`config.mk`:
```
export PLATFORM = sky130hd
export DESIGN_NAME = cpat_gen
export DESIGN_NICKNAME = d
export VERILOG_FILES = /design/src/rtl/cpat_gen.sv
export SDC_FILE = /design/constraint.sdc
export NUM_CORES = 1
export LEC_CHECK = 0
export ABC_AREA = 1
export BUFFER_PORTS_ARGS = -buffer_cell sky130_fd_sc_hd__buf_4
export CAP_MARGIN = 10
export CELL_PAD_IN_SITES_DETAIL_PLACEMENT = 0
export CELL_PAD_IN_SITES_GLOBAL_PLACEMENT = 1
export CORE_MARGIN = 2
export CORE_UTILIZATION = 38
export CTS_BUF_LIST = sky130_fd_sc_hd__clkbuf_8
export DETAILED_ROUTE_END_ITERATION = 10
export PLACE_DENSITY_LB_ADDON = 0.1
export SETUP_SLACK_MARGIN = 0.4
export SYNTH_ARGS = -nofsm -noshare
export SYNTH_HDL_FRONTEND = slang
export SYNTH_SLANG_ARGS = --single-unit
```
`constraint.sdc`:
```
create_clock -name clk -period 1.8 [get_ports clk]
set_input_delay 0.36 -clock clk [delete_from_list [all_inputs] [get_ports clk]]
set_output_delay 0.36 -clock clk [all_outputs]
set_load 0.02 [all_outputs]
```
`src/rtl/cpat_gen.sv`:
```
module cpat_gen #(
  parameter int WIDTH     = 16,
  parameter int DIV_LIMIT = 16
) (
  input  logic             clk,
  input  logic             rst,
  input  logic             seed_load,
  input  logic [WIDTH-1:0] seed_value,
  output logic [WIDTH-1:0] pattern
);
  localparam int DW = $clog2(DIV_LIMIT + 1);
  localparam logic [DW-1:0] DIV_END = DW'(DIV_LIMIT);
  localparam logic [DW-1:0] DIV_ONE = DW'(1);

  logic [DW-1:0]    div_cnt;
  logic             slow_ph;
  logic             step;
  logic [WIDTH-1:0] next_val;

  assign step     = (div_cnt == DIV_END) && slow_ph;
  assign next_val = ~pattern + WIDTH'(pattern[WIDTH-1]);

  always_ff @(posedge clk) begin
    if (rst) begin
      div_cnt <= DIV_ONE;
      slow_ph <= 1'b0;
    end else if (div_cnt == DIV_END) begin
      div_cnt <= DIV_ONE;
      slow_ph <= ~slow_ph;
    end else begin
      div_cnt <= div_cnt + DIV_ONE;
    end
  end

  always_ff @(posedge clk) begin
    if (rst)            pattern <= '0;
    else if (seed_load) pattern <= seed_value;
    else if (step)      pattern <= next_val;
  end
endmodule


```
==> impl_metrics.env <==
export IMPL_clock_skew_ns=0.003888
export IMPL_port_buffers=34
export IMPL_status="completed"
export IMPL_yosys_top_cells_area="dfxtp_1, nand2_1, inv_1, nand3_1, nor2_1"
export IMPL_cts_hold_buf=0
export IMPL_cts_tree="built"
export IMPL_tightest_slew_ns=0.2388
export IMPL_postSynthCellCount=232
export IMPL_cts_htree_levels=1
export IMPL_initial_core_util_pct=40.10
export IMPL_synth_fp_nets=256
export IMPL_synth_avg_cell_area_sq_um=6.423
export IMPL_area_growth_pct=37.70
export IMPL_power_density_nw_per_um2=664.7
export IMPL_final_cell_mix="nand2_1, buf_4, inv_1"
export IMPL_drive_gt1_share_pct=30.07
export IMPL_die_h_um=66.62
export IMPL_grt_pass1_wl_mm=6.327
export IMPL_cts_buffer_depth=2
export IMPL_maxCapViolCount=0
export IMPL_yosysTopAreaCell="dfxtp_1"
export IMPL_cp_required_ns=2.01
export IMPL_hold_ws_ns=0.3512
export IMPL_ir_worst_vdd_mv=0.2863
export IMPL_cp_max_fo=4
export IMPL_rows=22
export IMPL_die_area_sq_um=4438
export IMPL_yosys_register_bits=22
export IMPL_period_share_pct=75.80
export IMPL_n_antenna_cell=0
export IMPL_crit_arrival_ns=1.58
export IMPL_avgViaCountPerCell=4.704
export IMPL_grt_max_degree=19
export IMPL_wl_mm=4.004
export IMPL_cts_reportedPaths_clkPinSlew_ns=0.09
export IMPL_ant_nets=0
export IMPL_dieWidth_um=66.62
export IMPL_fin_setup_tns_ns=0
export IMPL_root_buffer="clkbuf_8"
export IMPL_fill_cells=386
export IMPL_yosysTopAreaCellShare_pct=29.55
export IMPL_hold_class="in2reg"
export IMPL_clk_latency_ns=0.27
export IMPL_num_vias=1524
export IMPL_max_freq_ghz=0.7329
export IMPL_gp_congestion=0.8800
export IMPL_numCtsBuffers=3
export IMPL_antenna_found_initial=0
export IMPL_final_nets=301
export IMPL_drt_pre_antenna_iters=4
export IMPL_fin_crit_ns=1.364
export IMPL_grt_ovfl_total=0
export IMPL_worst_setup_path_type="reg2reg"
export IMPL_slew_headroom_pct=83.91
export IMPL_slew_viol_final=0
export IMPL_synth_cell_types=27
export IMPL_globalRouteTotalUtil_pct=18.68
export IMPL_rsz0062_at_grt="yes"
export IMPL_io_pins=35
export IMPL_grt_pass1_vias=1342
export IMPL_cts_sinks=22
export IMPL_hold_viol=0
export IMPL_hpwlAfterDp_mm=2.866
export IMPL_drtIter0Drc=53
export IMPL_drc=0
export IMPL_endpoint_kind="flop"
export IMPL_start_kind="flop"
export IMPL_ys_seq_area_share_pct=29.55
export IMPL_coreArea_sq_um=3716
export IMPL_syn_area_sq_um=1490
export IMPL_final_common_cell="nand2_1"
export IMPL_wl_per_cell_um=12.36
export IMPL_p_leak_nw=0.9633
export IMPL_finalSetupViolations=0
export IMPL_ys_warn_count=0
worst max-delay path, stage by stage, from the launching register on:
cell and delay [ns]:
dfxtp_2 0.33, inv_2 0.07, ha_4 0.15, ha_4 0.16
nand3_4 0.12, nor2_4 0.15, xor2_1 0.15, nand2_1 0.06
a21oi_1 0.12
flip-flops by register name, indices dropped and copies added (netlist names):
name / cells
div_cnt: 5
pattern: 16
slow_ph: 1
worst paths after layout:
kind | start | end | slack (ns) | cells after the start
min reg2reg | div_cnt[0] | div_cnt[0] | 0.43 | 1
min | seed_value[0] | pattern[0] | 0.35 | 3
max | pattern[0] | pattern[8] | 0.44 | 8
max reg2reg | pattern[0] | pattern[8] | 0.44 | 8
area by class of cell:
class | count | area (sq um) | area share [%]
inverters | 36 | 142.6 | 6.951
clock buffers | 3 | 41.29 | 2.012
flip-flops and latches | 22 | 447.9 | 21.83
well taps | 48 | 60.06 | 2.927
repair buffers | 46 | 379.1 | 18.48
clock inverters | 1 | 30.03 | 1.463
multi-input cells | 168 | 950.9 | 46.34
what timing repair did:
item	in CTS	in global routing
pin swaps	2	7
setup buffers	0	9
setup endpoints to repair	10	16
resized for setup	7	18
cloned	0	1
hold endpoints to repair	0	0
layer usage:
metal / up-vias / routed length, um / GRT usage, %
met5: - / 0 / 0
met4: 0 / 47 / 5.867
met3: 4 / 121 / 2.365
met2: 23 / 1871 / 31.75
met1: 682 / 1962 / 24.43
li1: 815 / - / -
synthesized netlist by cell type:
master,n
ha_1,5
buf_2,2
buf_6,2
nor2_4,2
inv_4,1
nand4_1,2
nor2_1,24
nand3b_1,4
nor3_1,1
clkbuf_1,1
inv_6,1
a31oi_1,3
nand2_2,1
xnor2_1,1
o21ai_0,7
nand3_2,3
nand3_1,21
nand4_2,1
inv_1,34
dfxtp_1,22
nand2_1,67
o21ai_2,2
nor2_2,7
nand2_8,1
a21oi_1,13
buf_4,1
xor2_1,3
through the flow:
| stage | total power, mW | utilization [%] | setup WS (ns) | std cells | instance area (sq um) |
|---|---|---|---|---|---|
| 2_1_floorplan | 0.7533 | - | 0.4051 | 232 | 1503 |
| 3_3_place_gp | 0.8611 | 48.15 | 0.3476 | 310 | 1789 |
| 3_5_place_dp | 0.8579 | 48.15 | 0.3095 | 310 | 1789 |
| 4_1_cts | 1.336 | 50.91 | 0.3939 | 314 | 1892 |
| 5_1_grt | 1.441 | 55.22 | 0.3263 | 324 | 2052 |
| 6_report | 1.364 | 55.22 | 0.4356 | 324 | 2052 |
power breakdown:
| part | leakage [nW] | switching (mW) | internal [mW] |
|---|---|---|---|
| clock network | 0.0357 | 0.179 | 0.298 |
| logic | 0.745 | 0.187 | 0.143 |
| registers | 0.182 | 0.0405 | 0.517 |
| total | 0.963 | 0.406 | 0.958 |
cells by family after synthesis:
family | count (synthesis) | synth area share, %
AND/OR/NAND/NOR | 134 | 42.23
buffers and inverters | 42 | 12.51
AO/OA/AOI/OAI | 25 | 9.152
flip-flops | 22 | 29.55
adder cells (fa/ha/maj) | 5 | 4.198
XOR/XNOR | 4 | 2.351
Note: power is estimated with default switching activity, not from simulation.
